--- config.mk ---
export PLATFORM = sky130hd
export DESIGN_NAME = clk_mode_ctrl
export DESIGN_NICKNAME = d
export VERILOG_FILES = /design/src/rtl/clk_mode_pkg.sv /design/src/rtl/clk_mode_warmup.sv /design/src/rtl/clk_mode_seq.sv /design/src/rtl/clk_mode_apply.sv /design/src/rtl/clk_mode_ctrl.sv
export SDC_FILE = /design/constraint.sdc
export NUM_CORES = 1
export LEC_CHECK = 0
export BUFFER_PORTS_ARGS = -buffer_cell sky130_fd_sc_hd__buf_2
export CAP_MARGIN = 20
export CORE_MARGIN = 2
export CORE_UTILIZATION = 40
export DETAILED_ROUTE_END_ITERATION = 6
export PLACE_DENSITY = 0.72
export SYNTH_ARGS = -nofsm -noshare
export SYNTH_HDL_FRONTEND = slang
export SYNTH_SLANG_ARGS = --single-unit
--- constraint.sdc ---
create_clock -name clk_i -period 3 [get_ports clk_i]
set_clock_uncertainty 0.1 [all_clocks]
set_input_delay 0.3 -clock clk_i [delete_from_list [all_inputs] [get_ports clk_i]]
set_output_delay 0.3 -clock clk_i [all_outputs]
set_load 0.05 [all_outputs]
--- src/rtl/clk_mode_pkg.sv ---
package clk_mode_pkg;

  typedef enum logic [1:0] {
    SEL_MULT = 2'b00,
    SEL_RSVD = 2'b01,
    SEL_DIV4 = 2'b10,
    SEL_PMM  = 2'b11
  } clk_sel_e;

  typedef enum logic [1:0] {
    SEQ_IDLE    = 2'd0,
    SEQ_CLEARED = 2'd1,
    SEQ_CHOSEN  = 2'd2,
    SEQ_WARMING = 2'd3
  } seq_st_e;

  // Legal-transition rule for a select write.
  function automatic logic sel_write_ok(input clk_sel_e cur, input clk_sel_e tgt,
                                        input logic mult_ok);
    logic ok;
    case (tgt)
      SEL_DIV4: ok = 1'b1;
      SEL_PMM:  ok = (cur == SEL_DIV4);
      SEL_MULT: ok = (cur == SEL_DIV4) && mult_ok;
      default:  ok = 1'b0;
    endcase
    return ok;
  endfunction

  // Next handshake state for an enable write.
  function automatic seq_st_e seq_on_enable(input seq_st_e st, input logic val);
    if (!val) return SEQ_CLEARED;
    return (st == SEQ_CHOSEN) ? SEQ_WARMING : SEQ_IDLE;
  endfunction

  // Next handshake state for a 2x/4x write.
  function automatic seq_st_e seq_on_ratio(input seq_st_e st, input logic en_now);
    if (en_now) return SEQ_IDLE;
    if (st == SEQ_CLEARED || st == SEQ_CHOSEN) return SEQ_CHOSEN;
    return st;
  endfunction

endpackage

--- src/rtl/clk_mode_warmup.sv ---
module clk_mode_warmup #(
  parameter int unsigned WARM_CYCLES = 65536
) (
  input  logic clk_i,
  input  logic rst_ni,
  input  logic en_q_i,
  input  logic restart_i,
  input  logic xtal_tick_i,
  output logic ready_o
);
  localparam int unsigned CW = (WARM_CYCLES > 2) ? $clog2(WARM_CYCLES) : 1;
  localparam logic [CW-1:0] LAST = CW'(WARM_CYCLES - 1);

  logic [CW-1:0] cnt_q;
  logic          rdy_q;
  logic          counting;
  logic          hit_last;

  assign counting = en_q_i && !rdy_q && xtal_tick_i;
  assign hit_last = counting && (cnt_q == LAST);

  always_ff @(posedge clk_i) begin
    if (!rst_ni) begin
      cnt_q <= '0;
      rdy_q <= 1'b0;
    end else if (restart_i || !en_q_i) begin
      cnt_q <= '0;
      rdy_q <= 1'b0;
    end else if (hit_last) begin
      rdy_q <= 1'b1;
    end else if (counting) begin
      cnt_q <= cnt_q + 1'b1;
    end
  end

  assign ready_o = rdy_q;

  assert_ready_drop_R8: assert property (@(posedge clk_i) disable iff (!rst_ni)
    $past(restart_i) |-> !rdy_q);

  assert_ready_rise_R7: assert property (@(posedge clk_i) disable iff (!rst_ni)
    $rose(rdy_q) |-> ($past(xtal_tick_i) && $past(cnt_q) == LAST && $past(en_q_i)));

  assert_ready_needs_en_R7: assert property (@(posedge clk_i) disable iff (!rst_ni)
    (rdy_q && !$past(rdy_q)) |-> en_q_i);

endmodule

--- src/rtl/clk_mode_seq.sv ---
module clk_mode_seq
  import clk_mode_pkg::*;
(
  input  logic clk_i,
  input  logic rst_ni,
  input  logic div4_i,
  input  logic en_wr_i,
  input  logic en_data_i,
  input  logic x4_wr_i,
  input  logic x4_data_i,
  output logic mul_en_o,
  output logic x4_o,
  output logic armed_o,
  output logic restart_o
);
  seq_st_e st_q, st_d;
  logic    en_q, x4_q;
  logic    ratio_cancel;

  assign restart_o    = en_wr_i && !en_data_i;
  assign ratio_cancel = x4_wr_i && !en_wr_i && en_q;

  always_comb begin
    st_d = st_q;
    if (!div4_i)      st_d = SEQ_IDLE;
    else if (en_wr_i) st_d = seq_on_enable(st_q, en_data_i);
    else if (x4_wr_i) st_d = seq_on_ratio(st_q, en_q);
  end

  always_ff @(posedge clk_i) begin
    if (!rst_ni) begin
      st_q <= SEQ_IDLE;
      en_q <= 1'b0;
      x4_q <= 1'b0;
    end else begin
      st_q <= st_d;
      if (en_wr_i) en_q <= en_data_i;
      if (x4_wr_i) x4_q <= x4_data_i;
    end
  end

  assign mul_en_o = en_q;
  assign x4_o     = x4_q;
  assign armed_o  = (st_q == SEQ_WARMING);

  assert_order_R5: assert property (@(posedge clk_i) disable iff (!rst_ni)
    (st_q == SEQ_WARMING && $past(st_q) != SEQ_WARMING) |->
      ($past(en_wr_i && en_data_i) && $past(st_q) == SEQ_CHOSEN));

  assert_ratio_cancel_R9: assert property (@(posedge clk_i) disable iff (!rst_ni)
    $past(ratio_cancel) |-> (st_q == SEQ_IDLE));

  assert_armed_en_R5: assert property (@(posedge clk_i) disable iff (!rst_ni)
    (st_q == SEQ_WARMING) |-> en_q);

endmodule

--- src/rtl/clk_mode_apply.sv ---
module clk_mode_apply
  import clk_mode_pkg::*;
(
  input  logic     clk_i,
  input  logic     rst_ni,
  input  logic     sel_wr_i,
  input  logic [1:0] sel_data_i,
  input  logic     mult_ok_i,
  input  logic     mc_tick_i,
  output clk_sel_e sel_o,
  output clk_sel_e act_o,
  output logic     accept_o
);
  clk_sel_e sel_q, act_q, tgt;

  assign tgt      = clk_sel_e'(sel_data_i);
  assign accept_o = sel_wr_i && sel_write_ok(sel_q, tgt, mult_ok_i);

  always_ff @(posedge clk_i) begin
    if (!rst_ni) begin
      sel_q <= SEL_DIV4;
      act_q <= SEL_DIV4;
    end else begin
      if (accept_o)  sel_q <= tgt;
      if (mc_tick_i) act_q <= sel_q;
    end
  end

  assign sel_o = sel_q;
  assign act_o = act_q;

  assert_no_reserved_R2: assert property (@(posedge clk_i) disable iff (!rst_ni)
    sel_q != SEL_RSVD);

  assert_via_div4_R3: assert property (@(posedge clk_i) disable iff (!rst_ni)
    (sel_q != $past(sel_q)) |-> (sel_q == SEL_DIV4 || $past(sel_q) == SEL_DIV4));

  assert_mult_entry_R4: assert property (@(posedge clk_i) disable iff (!rst_ni)
    (sel_q == SEL_MULT && $past(sel_q) != SEL_MULT) |-> $past(mult_ok_i));

  assert_leave_mult_R11: assert property (@(posedge clk_i) disable iff (!rst_ni)
    (sel_wr_i && sel_data_i == 2'b10) |=> (sel_q == SEL_DIV4));

  assert_act_boundary_R10: assert property (@(posedge clk_i) disable iff (!rst_ni)
    (act_q != $past(act_q)) |-> ($past(mc_tick_i) && act_q == $past(sel_q)));

endmodule

--- src/rtl/clk_mode_ctrl.sv ---
module clk_mode_ctrl
  import clk_mode_pkg::*;
#(
  parameter int unsigned WARM_CYCLES = 65536
) (
  input  logic       clk_i,
  input  logic       rst_ni,
  input  logic       mc_tick_i,
  input  logic       xtal_tick_i,
  input  logic       ring_mode_i,
  input  logic       sel_wr_i,
  input  logic [1:0] sel_data_i,
  input  logic       en_wr_i,
  input  logic       en_data_i,
  input  logic       x4_wr_i,
  input  logic       x4_data_i,
  output logic [1:0] sel_o,
  output logic [1:0] active_mode_o,
  output logic       mul_en_o,
  output logic       x4_o,
  output logic       ready_o
);
  clk_sel_e sel_cur, act_cur;
  logic     mul_en, x4, armed, restart, ready, mult_ok, accept;

  clk_mode_seq u_seq (
    .clk_i     (clk_i),
    .rst_ni    (rst_ni),
    .div4_i    (sel_cur == SEL_DIV4),
    .en_wr_i   (en_wr_i),
    .en_data_i (en_data_i),
    .x4_wr_i   (x4_wr_i),
    .x4_data_i (x4_data_i),
    .mul_en_o  (mul_en),
    .x4_o      (x4),
    .armed_o   (armed),
    .restart_o (restart)
  );

  clk_mode_warmup #(.WARM_CYCLES(WARM_CYCLES)) u_warm (
    .clk_i       (clk_i),
    .rst_ni      (rst_ni),
    .en_q_i      (mul_en),
    .restart_i   (restart),
    .xtal_tick_i (xtal_tick_i),
    .ready_o     (ready)
  );

  assign mult_ok = armed && ready && !ring_mode_i;

  clk_mode_apply u_apply (
    .clk_i      (clk_i),
    .rst_ni     (rst_ni),
    .sel_wr_i   (sel_wr_i),
    .sel_data_i (sel_data_i),
    .mult_ok_i  (mult_ok),
    .mc_tick_i  (mc_tick_i),
    .sel_o      (sel_cur),
    .act_o      (act_cur),
    .accept_o   (accept)
  );

  assign sel_o         = sel_cur;
  assign active_mode_o = act_cur;
  assign mul_en_o      = mul_en;
  assign x4_o          = x4;
  assign ready_o       = ready;

  assert_ring_block_R4: assert property (@(posedge clk_i) disable iff (!rst_ni)
    (sel_cur == SEL_MULT && $past(sel_cur) != SEL_MULT) |->
      (!$past(ring_mode_i) && $past(ready) && $past(accept)));

  assert_reject_keeps_R2: assert property (@(posedge clk_i) disable iff (!rst_ni)
    (!$past(accept)) |-> (sel_cur == $past(sel_cur)));

endmodule

---- Yosys cells after proc, flatten, opt, wreduce, memory -nomap -nowiden ----
Index checks and enable logic that the tools add are counted.
Widths: inputs -> output; s select.
operators by class
  add/sub/neg operators ................... 1
  $mul .................................... 0
  divide/modulo/power cells ............... 0
  $lt $le $gt $ge ......................... 0
  equality and inequality tests ........... 7
  shifts and indexed selects .............. 0
  mux-type cells .......................... 22
  bitwise operators ....................... 2
  reductions and logical operators ........ 21
operator list
  cell                   number
  $mux 2                 9
  $add 16x1->16 const B  1
  $eq 16x16->1 const B   1
  $mux 1                 12
  $eq 2x2->1 const B     5
  $logic_and 1x1->1      8
  $reduce_and 2->1       3
  $logic_not 1->1        4
  $pmux 1 s3             1
  $reduce_bool 3->1      1
  $eq 2x1->1 const B     1
  $logic_not 2->1        1
  $logic_or 1x1->1       2
  $not 1->1              2
  $reduce_bool 2->1      1
  $reduce_or 2->1        1
storage, ports and cells
  flip-flop bits (word level) ............. 25
  bits in latches ......................... 0
  bits in writable memories ............... 0
  ROM bits ................................ 0
  bits of input ports ..................... 12
  output and inout bits ................... 7
  memories ................................ 0

---- Logic depth before layout (Yosys ltp) ----
Gate-level depths: netlist of run 1.
  word-level depth ........................ 12
  gate-level depth with buffers ........... 6
  mapped depth without buffers ............ 6

---- Hierarchy ----
Synthesis of run 1 repeated with hierarchy kept, for this count alone.
unflattened totals
  cell total of the unflattened synthesis .. 148
  area, all modules ....................... 1332.5 um2
by module, submodules not included
  module           times used  cells each  area each (um2)  sequential area each (um2)
  clk_mode_warmup  1           105         913.4            340.3
  clk_mode_seq     1           23          230.2            80.1
  clk_mode_apply   1           18          173.9            80.1
  clk_mode_ctrl    1           2           15.0             0.0

---- Worst setup path after synthesis of run 1 ----
Ideal clock, no wire load.
  path kind ............................... register to register
  start point ............................. register u_seq.en_q, in the netlist u_seq.mul_en_o
  end point ............................... register u_warm.cnt_q[13]
  arrival time ............................ 2.057 ns
  required time ........................... 2.824 ns
  slack ................................... 0.767 ns
  stages on the path, launching flop included .. 6
  path buffers ............................ 1
  period minus slack after synthesis ...... 2.233 ns
  path through ............................ dfxtp_1 nand3b_1 or4_1 buf_2 or4_1 a21oi_1
on the way
  cells in the longest elaborated chain, start to end .. 5
  elaborated cells on any way between the ends .. 8
ends and longest elaborated chain
  element                         RTL line               text
  from (decl)                     clk_mode_seq.sv:17     logic en_q, x4_q;
  from (signal assigned)          clk_mode_seq.sv:37     if (en_wr_i) en_q <= en_data_i;
  $logic_and 1x1->1 (2 in a row)  clk_mode_warmup.sv:19  assign counting = en_q_i && !rdy_q && xtal_tick_i;
  $logic_and 1x1->1               clk_mode_warmup.sv:20  assign hit_last = counting && (cnt_q == LAST);
  $not 1->1 (no line)             -
  $reduce_and 2->1 (no line)      -
  to (signal assigned)            clk_mode_warmup.sv:32  cnt_q <= cnt_q + 1'b1;
  to (decl)                       clk_mode_warmup.sv:14  logic [CW-1:0] cnt_q;
Several ways; a longest one is shown, not always the timed one.
A chain may end at the register's enable or synchronous reset.

---- Worst setup path in the final report of run 1 ----
  start point ............................. register u_seq.en_q, in the netlist u_seq.mul_en_o
  end point ............................... register u_warm.cnt_q[11]
Same word-level chain as after synthesis.

==> results of run 1 <==
[routing by layer]
layer	vias to the layer above	routed length, um	global-route usage
li1	585	-	-
met1	525	1130	0.214
met2	26	1210	0.246
met3	0	112	0.0198
met4	0	0	0.0390
met5	-	0	0
[sequential cells by signal, indices dropped and copies added, names as in the netlist]
signal,count
u_warm.ready_o,1
u_seq.x4_o,1
u_seq.mul_en_o,1
u_seq.st_q,2
u_apply.sel_o,2
u_apply.act_o,2
u_warm.cnt_q,16
[layout make-up]
type | instances | area, um2 | share of cell area
well taps | 31 | 38.8 | 0.0286
repair buffers | 19 | 97.6 | 0.0720
clock buffers | 4 | 26.3 | 0.0194
multi-input cells | 105 | 667 | 0.492
flip-flops and latches | 25 | 500 | 0.369
inverters | 7 | 26.3 | 0.0194
[synth_stat cells, drive strengths merged]
cell type,instances
a211o,1
a211oi,1
a21boi,1
a21o,1
a21oi,14
a31oi,2
a41oi,1
buf,1
clkbuf,2
dfxtp,25
ha,3
inv,7
mux2i,4
nand2,11
nand3,6
nand3b,1
nand4,4
nor2,9
nor2b,2
nor3,4
nor4,4
nor4bb,1
o211a,1
o211ai,1
o21ai,5
o311ai,2
o31ai,8
o41ai,2
or2,1
or3,6
or4,9
[stage by stage]
step           power, uW  utilization
6_report             531        0.483
5_1_grt              560        0.483
4_1_cts              543        0.483
3_5_place_dp         392        0.474
3_3_place_gp         391        0.474
2_1_floorplan        374            -
[power by group]
group,switching [uW],total (uW),internal [uW]
clock,94.6,147,51.9
combinational,27.8,43.6,15.7
sequential,4.42,341,336
total,127,531,404
[cell families (layout without fill, tap and decap cells)]
group / after synthesis / after routing / share of synthesized area
and+or+nand+nor: 58 / 58 / 0.273
DFF: 25 / 25 / 0.415
AOI/OAI and AO/OA: 40 / 40 / 0.216
muxes: 4 / 4 / 0.0332
buffers and inverters: 10 / 30 / 0.0322
adders and majority gates: 3 / 3 / 0.0311
[final timing paths]
path | to | cells past startpoint
setup / recovery | u_warm.cnt_q[11]$_SDFFE_PP0P_ | 4
hold / removal | u_apply.act_o[1]$_SDFFE_PN1P_ | 2
setup reg to reg | u_warm.cnt_q[11]$_SDFFE_PP0P_ | 4
hold reg to reg | u_apply.act_o[1]$_SDFFE_PN1P_ | 2
==> run_results.csv, run 1 <==
group,metric,value,unit
flow_run,maxCapViolCount,0,
synth,synth_top_area_cell,"dfxtp_1",
worst_setup_path,startpoint,"u_seq.mul_en_o$_SDFFE_PN0P_",
detailed_routing,viasPerCell,5.95,
die,die-area,0.00347,mm2
finish,final_common_cell,"dfxtp_1",
worst_setup_path,critPathMostFrequentCell,"or4_1",
finish,drive_above_1_share,0.156,
worst_setup_path,r2r_start,"u_seq.mul_en_o$_SDFFE_PN0P_",
synth,synth.top_cell.area_share,0.415,
sta,fmax,442,MHz
worst_setup_path,r2r_setup_slack,0.74,ns
sta,relSlewSlack,0.487,
outcome,outcome,"finished clean",
sta,rsz0062_at_grt,"false",
finish,syn_to_final_growth,12.4,%
synth,synth_area_per_cell,8.62,um2
sta,hold_viol,0,
worst_setup_path,path_cells,"nand3b_1 > or4_1 > or4_1 > a21oi_1",
die,rows,19,
detailed_routing,antenna_left,0,
worst_setup_path,cp_max_fo,15,
worst_setup_path,worstPathRequired,3.15,ns
grt,track_usage,0.152,
finish,fin_nets,176,
worst_setup_path,max_stage_delay,0.68,ns
worst_setup_path,crit_slowest_cell,"or4_1",
cts,cts_hold_buf,0,
detailed_routing,post-route-drc-count,0,
sta,worst_slack,0.737,ns
synth,synth_area_leaders,"dfxtp_1 41%, a21oi_1 5.8%, or4_1 5.6%, o31ai_1 5.0%, nand2_1 3.4%",
cts,htree_levels,1,
pwr,p_leak,0.000459,uW
sta,drv_slew,0,
cts,cts_root_buffer,"clkbuf_4",
cts,cts_tree,"built",
grt,gr-total-overflow,0,
worst_setup_path,cp_top_family,"simple AND/OR/NAND/NOR gates",
synth,synth.distinct_cells,33,
placement,placed_area,0.00133,mm2
pwr,powerDensity,391,mW/mm2
finish,antenna_cells,0,
sta,fin_crit,2.26,ns
grt,grt_pass1_wl,4.20,mm
cts,clock_path_buffers,2,
detailed_routing,post_drt_wl_per_cell,12.8,um
placement,place_inst,187,
die,pin_count,19,
placement,io_buffers,18,
cts,clk_latency,0.31,ns
pwr,peakVddDrop,260,uV
worst_setup_path,arrival,2.41,ns
detailed_routing,firstDrtPassIters,4,
detailed_routing,routed-via-count,1136,
min_path,hold_class,"input port to flip-flop",
finish,final_cell_mix,"25 x dfxtp_1, 18 x buf_2, 14 x a21oi_1, 11 x nand2_1",
synth,synth-seq-cells,25,
sta,period_share,0.754,
cts,post-cts-setup-buffers,0,
placement,place.gp.congestion,0.830,
die,die-height,58.9,um
worst_setup_path,worst_setup_path_end_kind,"flip-flop",
cts,clkTransAtPathRegs,0.13,ns
cts,numCtsBuffers,3,
grt,antenna_found_initial,0,
cts,cts_resized,0,
synth,synth_nets,155,
synth,syn_area,0.00121,mm2
synth,yosysSeqAreaShare,0.415,
grt,grt_max_degree,16,
worst_setup_path,worst-path-buf-inv,0,
detailed_routing,wl,2.45,mm
die,fp.dieW,58.9,um
synth,ys_warn_count,0,
finish,finalNonFillerCells,191,
min_path,hold_start,"rst_ni",
die,initial_utilization,0.430,
worst_setup_path,start_kind,"flip-flop",
placement,hpwl,1.87,mm
die,core_area,0.00281,mm2
sta,setup_viol,0,
synth,synthCells,140,
sta,tightest_slew,0.762,ns
placement,post-place-ws,0.767,ns
detailed_routing,drt_iter0_markers,35,
finish,fillerInstances,274,
cts,clock_sinks,25,
finish,design_area,0.00136,mm2
worst_setup_path,worstSetupPathType,"flip-flop to flip-flop",
grt,grt_pass1_vias,979,
sta,hold_slack,0.115,ns
sta,setup-tns-final,0,ns
Note: power is estimated with default switching activity, not from simulation.
==> run 2, diff against run 1 <==
- ABC_AREA: unset -> 1
- PLACE_DENSITY: 0.72 -> 0.73
- clock period: 3 -> 2 ns (I/O delays scaled with it)
==> run 2 against run 1 <==
  * Sequential share of layout area fell by 5.4 points
  * Die area grew 15%
  * Cell count increased by 43%
  * Largest power group unchanged
  * Highest routed layer is now met4
==> run_results.csv, run 2 <==
group,metric,value,unit
pwr,p_int,620,uW
grt,track_usage,0.154,
grt,grt_max_degree,16,
pwr,seq_power_share,0.601,
worst_setup_path,crit_slowest_cell,"dfxtp_1",
die,die-height,63.2,um
synth,synth_ff_type,"dfxtp_1",
worst_setup_path,path_cells,"ha_1 > nand3_2 > inv_2 > nand2_4 > o21ai_4 > inv_2 > nand2_1 > a21oi_1",
die,pin_count,19,
die,fp.dieW,63.2,um
finish,antenna_cells,0,
placement,place_inst,268,
pwr,p_leak,0.000607,uW
synth,synthCells,205,
pwr,combinationalPowerShare,0.127,
finish,largest_reg_flops,16,
finish,regMostFlops,"u_warm.cnt_q",
synth,syn_area,0.00140,mm2
detailed_routing,antenna_left,0,
synth,ys_warn_count,0,
finish,final_common_cell,"nand2_1",
sta,period_share,0.890,
sta,fin_crit,1.78,ns
sta,drv_slew,0,
synth,synth_nets,220,
pwr,p_sw_frac,0.280,
sta,rsz0062_at_grt,"false",
synth,synth_area_per_cell,6.84,um2
sta,tightest_slew,0.567,ns
cts,clock_path_buffers,2,
placement,io_buffers,18,
cts,cts_tree,"built",
worst_setup_path,critPathMostFrequentCell,"inv_2",
worst_setup_path,max_stage_delay,0.45,ns
placement,place.gp.congestion,0.883,
worst_setup_path,r2r_start,"u_warm.cnt_q[0]$_SDFFE_PP0P_",
pwr,powerDensity,543,mW/mm2
synth,synth_area_leaders,"dfxtp_1 36%, nand2_1 17%, nor2_1 5.9%, inv_1 5.4%, a21oi_1 4.6%",
worst_setup_path,worstPathRequired,2.10,ns
worst_setup_path,start_kind,"flip-flop",
worst_setup_path,worst_setup_path_end_kind,"flip-flop",
worst_setup_path,cp_max_fo,15,
synth,yosysSeqAreaShare,0.357,
grt,grt_pass1_vias,1205,
synth,synth_top_area_cell,"dfxtp_1",
synth,yosysMostFrequentCell,"nand2_1",
finish,drive_above_1_share,0.175,
worst_setup_path,r2r_setup_slack,0.22,ns
pwr,switchingPower,241,uW
outcome,outcome,"finished clean",
worst_setup_path,r2r_cells,8,
die,initial_utilization,0.417,
cts,clk_latency,0.32,ns
min_path,hold_class,"input port to flip-flop",
flow_run,maxCapViolCount,0,
die,rows,21,
die,core_area,0.00336,mm2
cts,cts_resized,0,
synth,synth.top_cell.area_share,0.357,
worst_setup_path,endpoint,"u_warm.cnt_q[14]$_SDFFE_PP0P_",
detailed_routing,drt_iter0_markers,25,
placement,hpwl,2.19,mm
worst_setup_path,r2r_end,"u_warm.cnt_q[14]$_SDFFE_PP0P_",
pwr,clockPowerShare,0.272,
sta,relSlewSlack,0.622,
finish,fillerInstances,365,
finish,syn_to_final_growth,13.2,%
grt,antenna_found_initial,0,
synth,synth_enable_flop_cells,0,
detailed_routing,routed-via-count,1330,
finish,finalNonFillerCells,274,
sta,setup-tns-final,0,ns
cts,clkTransAtPathRegs,0.14,ns
sta,setup_viol,0,
worst_setup_path,worstSetupPathType,"flip-flop to flip-flop",
synth,synth-seq-cells,25,
detailed_routing,wl,2.90,mm
synth,ys_async_sr_fraction,0,
pwr,peakVddDrop,364,uV
worst_setup_path,startpoint,"u_warm.cnt_q[0]$_SDFFE_PP0P_",
sta,hold_viol,0,
detailed_routing,post_drt_wl_per_cell,10.6,um
worst_setup_path,worst-path-buf-inv,2,
synth,synth.distinct_cells,24,
worst_setup_path,path_depth,8,
cts,clock_sinks,25,
finish,final_util,0.472,
grt,grt_pass1_wl,5.02,mm
die,die-area,0.00399,mm2
synth,synth_commonest_cells,"65 x nand2_1, 25 x dfxtp_1, 22 x nor2_1, 20 x inv_1, 13 x a21oi_1",
finish,fin_nets,244,
worst_setup_path,arrival,1.88,ns
detailed_routing,post-route-drc-count,0,
worst_setup_path,cp_top_family,"flip-flops",
cts,htree_levels,1,
detailed_routing,firstDrtPassIters,4,
finish,final_cell_mix,"65 x nand2_1, 25 x dfxtp_1, 22 x nor2_1, 20 x inv_1, 18 x buf_2",
cts,cts_root_buffer,"clkbuf_4",
cts,numCtsBuffers,3,
sta,fmax,562,MHz
detailed_routing,viasPerCell,4.85,
grt,gr-total-overflow,0,
[run 2: worst min path at each step]
| stage | from | end | slack (ns) | cells past startpoint |
|---|---|---|---|---|
| 2_1_floorplan | mc_tick_i | u_apply.act_o[0]$_SDFFE_PN0P_ | 0.19 | 1 |
| 3_3_place_gp | mc_tick_i | u_apply.act_o[0]$_SDFFE_PN0P_ | 0.32 | 2 |
| 3_5_place_dp | mc_tick_i | u_apply.act_o[0]$_SDFFE_PN0P_ | 0.33 | 2 |
| 4_1_cts | x4_wr_i | u_seq.x4_o$_SDFFE_PN0P_ | 0.02 | 3 |
| 6_report | sel_data_i[0] | u_apply.sel_o[0]$_SDFFE_PN0P_ | 0.03 | 2 |
| 5_1_grt | rst_ni | u_apply.sel_o[1]$_SDFFE_PN1P_ | 0.04 | 2 |
[run 2: routing by layer]
metal | GRT usage | vias to the layer above | wire [um]
met2 | 0.278 | 13 | 1380
met3 | 0.0339 | 2 | 58
li1 | - | 709 | -
met1 | 0.184 | 606 | 1420
met5 | 0 | - | 0
met4 | 0.0435 | 0 | 33
[run 2: stage by stage]
step	hold slack [ns]	setup slack [ns]	total power [uW]	cell area, um2
finish	0.0305	0.221	861	1590
global route	0.0410	0.0494	906	1590
CTS	0.0205	0.214	881	1590
detailed placement	0.326	0.258	635	1540
global placement	0.320	0.318	634	1540
floorplan	0.193	0.322	605	1400
[run 2: area by class of cell]
type	instances	area, um2	area share
clock buffers	3	22.5	0.0142
clock inverters	1	7.51	0.00473
inverters	22	82.6	0.0521
multi-input cells	155	791	0.498
flip-flops and latches	25	500	0.315
well taps	46	57.6	0.0363
repair buffers	22	125	0.0789
[run 2: power by group through the flow]
stage	Sequential (uW)	Clock, uW	Combinational, uW
2_1_floorplan	557	0	47.2
3_3_place_gp	529	0	106
3_5_place_dp	529	0	106
4_1_cts	518	253	110
5_1_grt	520	264	122
6_report	518	235	109
[run 2: cell families after synthesis]
group	after synthesis	synth area share
flip-flops	25	0.357
buffers and inverters	25	0.0786
adder cells (fa/ha/maj)	3	0.0268
AO/OA/AOI/OAI	33	0.149
XOR/XNOR	7	0.0438
AND/OR/NAND/NOR	112	0.345
[run 2: repair_timing]
item | 4_1_cts | 5_1_grt
buffers inserted | 0 | 0
endpoints found under the setup margin | 0 | 0
hold endpoints to repair | 2 | 0
hold buffers | 2 | 0
==> run 3, diff against run 2 <==
- PLACE_DENSITY: 0.73 -> 0.71
- clock period: 2 -> 2.27 ns (I/O delays scaled with it)
==> run 3 against run 2 <==
  * Sequential power down 12%
  * Largest cell class unchanged
  * Via count shrank 2.6%
  * Largest power group unchanged
  * Clock power shrank 13%
  * Highest routed layer unchanged
  * Maximum frequency is 3.9% lower
  * Die area unchanged
  * Global-route usage grew 0.41 points
==> run_results.csv, run 3 (synthesized netlist as in run 2, its figures left out) <==
group,metric,value,unit
outcome,outcome,"finished clean",
sta,fmax,540,MHz
placement,hpwl,2.14,mm
sta,relSlewSlack,0.624,
sta,setup-tns-final,0,ns
worst_setup_path,r2r_start,"u_warm.cnt_q[0]$_SDFFE_PP0P_",
grt,grt_pass1_vias,1228,
sta,setup_viol,0,
cts,clock_sinks,25,
pwr,powerDensity,483,mW/mm2
grt,antenna_found_initial,0,
worst_setup_path,worst_setup_path_end_kind,"flip-flop",
pwr,p_int,544,uW
min_path,hold_end,"u_seq.x4_o$_SDFFE_PN0P_",
sta,drv_slew,0,
grt,track_usage,0.159,
detailed_routing,drt_iter0_markers,22,
worst_setup_path,cp_top_family,"flip-flops",
finish,regMostFlops,"u_warm.cnt_q",
sta,hold_viol,0,
placement,place.gp.congestion,0.871,
pwr,seq_power_share,0.603,
cts,htree_levels,1,
grt,grt_pass1_wl,5.21,mm
worst_setup_path,arrival,2.02,ns
worst_setup_path,r2r_cells,8,
finish,final_common_cell,"nand2_1",
worst_setup_path,r2r_setup_slack,0.42,ns
finish,syn_to_final_growth,11.8,%
cts,cts_root_buffer,"clkbuf_4",
die,rows,21,
worst_setup_path,worstSetupPathType,"flip-flop to flip-flop",
worst_setup_path,r2r_end,"u_warm.cnt_q[4]$_SDFFE_PP0P_",
cts,cts_resized,0,
pwr,switchingPower,213,uW
detailed_routing,routed-via-count,1296,
pwr,total_power,757,uW
cts,clkTransAtPathRegs,0.14,ns
die,pin_count,19,
min_path,hold_start,"x4_data_i",
sta,fin_crit,1.85,ns
placement,io_buffers,18,
cts,cts_tree,"built",
pwr,p_sw_frac,0.281,
die,fp.dieW,63.2,um
cts,clock_path_buffers,2,
sta,tightest_slew,0.564,ns
cts,numCtsBuffers,3,
detailed_routing,wl,2.79,mm
pwr,clockPowerShare,0.271,
finish,antenna_cells,0,
die,core_area,0.00336,mm2
min_path,hold_class,"input port to flip-flop",
finish,drive_above_1_share,0.173,
die,die-area,0.00399,mm2
finish,final_util,0.466,
worst_setup_path,max_stage_delay,0.45,ns
worst_setup_path,start_kind,"flip-flop",
detailed_routing,post_drt_wl_per_cell,10.2,um
worst_setup_path,cp_max_fo,10,
grt,grt_max_degree,16,
die,initial_utilization,0.417,
finish,fin_nets,242,
detailed_routing,firstDrtPassIters,4,
pwr,peakVddDrop,239,uV
worst_setup_path,worstPathRequired,2.44,ns
detailed_routing,viasPerCell,4.76,
min_path,worstHoldPathCells,3,
sta,rsz0062_at_grt,"false",
detailed_routing,post-route-drc-count,0,
worst_setup_path,crit_slowest_cell,"dfxtp_1",
grt,gr-total-overflow,0,
worst_setup_path,path_cells,"ha_1 > nand3_2 > inv_2 > nand2_4 > o21ai_4 > buf_4 > nand2_1 > a21oi_2",
detailed_routing,antenna_left,0,
die,die-height,63.2,um
finish,design_area,0.00157,mm2
sta,period_share,0.816,
cts,clk_latency,0.33,ns
finish,final_cell_mix,"65 x nand2_1, 25 x dfxtp_1, 22 x nor2_1, 20 x inv_1, 18 x buf_2",
placement,placed_area,0.00153,mm2
finish,largest_reg_flops,16,
pwr,p_leak,0.000601,uW
worst_setup_path,worst-path-buf-inv,2,
flow_run,maxCapViolCount,0,
pwr,combinationalPowerShare,0.126,
[run 3: per-stage QoR]
step / hold WS, ns / worst slack [ns] / cells
final: 0.0161 / 0.419 / 272
after CTS: 0.00728 / 0.402 / 272
after global routing: 0.0574 / 0.248 / 272
after floorplan: 0.220 / 0.592 / 205
after global placement: 0.345 / 0.508 / 267
after detailed placement: 0.356 / 0.437 / 267
[run 3: how the worst max path moves through the flow]
stage	slack [ns]	cells past startpoint	end	startpoint
2_1_floorplan	0.59	9	u_warm.cnt_q[5]$_SDFFE_PP0P_	u_warm.cnt_q[0]$_SDFFE_PP0P_
3_3_place_gp	0.51	8	u_warm.cnt_q[5]$_SDFFE_PP0P_	u_warm.cnt_q[0]$_SDFFE_PP0P_
3_5_place_dp	0.44	8	u_warm.cnt_q[4]$_SDFFE_PP0P_	u_warm.cnt_q[0]$_SDFFE_PP0P_
4_1_cts	0.40	8	u_warm.cnt_q[4]$_SDFFE_PP0P_	u_warm.cnt_q[0]$_SDFFE_PP0P_
5_1_grt	0.25	8	u_warm.cnt_q[10]$_SDFFE_PP0P_	u_warm.cnt_q[0]$_SDFFE_PP0P_
6_report	0.42	8	u_warm.cnt_q[4]$_SDFFE_PP0P_	u_warm.cnt_q[0]$_SDFFE_PP0P_
[run 3: metal layers]
metal	share of wire	wire length (um)	up-vias	GRT usage
li1	-	-	704	-
met1	0.51	1430	578	0.216
met2	0.45	1250	9	0.251
met3	0.014	39	5	0.0179
met4	0.021	59	0	0.0734
met5	0	0	-	0
[run 3: power groups by stage]
stage	Combinational, uW	Clock [uW]	Sequential, uW
floorplan	41.6	0	491
detailed placement	94.1	0	466
finish	95.4	205	456
global placement	92.9	0	466
global route	107	223	458
CTS	96.1	215	456
[run 3: worst min-delay path: cells and delay by family]
kind                   cells  cell delay [ns]
and+or+nand+nor            2             0.11
buffers and inverters      1             0.07
[run 3: final cells by class]
type                    instances  area, um2
multi-input cells             155        791
clock inverters                 1       5.00
inverters                      22       82.6
fillers                       375       1800
well taps                      46       57.6
repair buffers                 20        108
clock buffers                   3       22.5
flip-flops and latches         25        500
[run 3: timing repair]
item,CTS,global route
endpoints found under the hold margin,1,0
hold buffers,1,0
buffers inserted,0,0
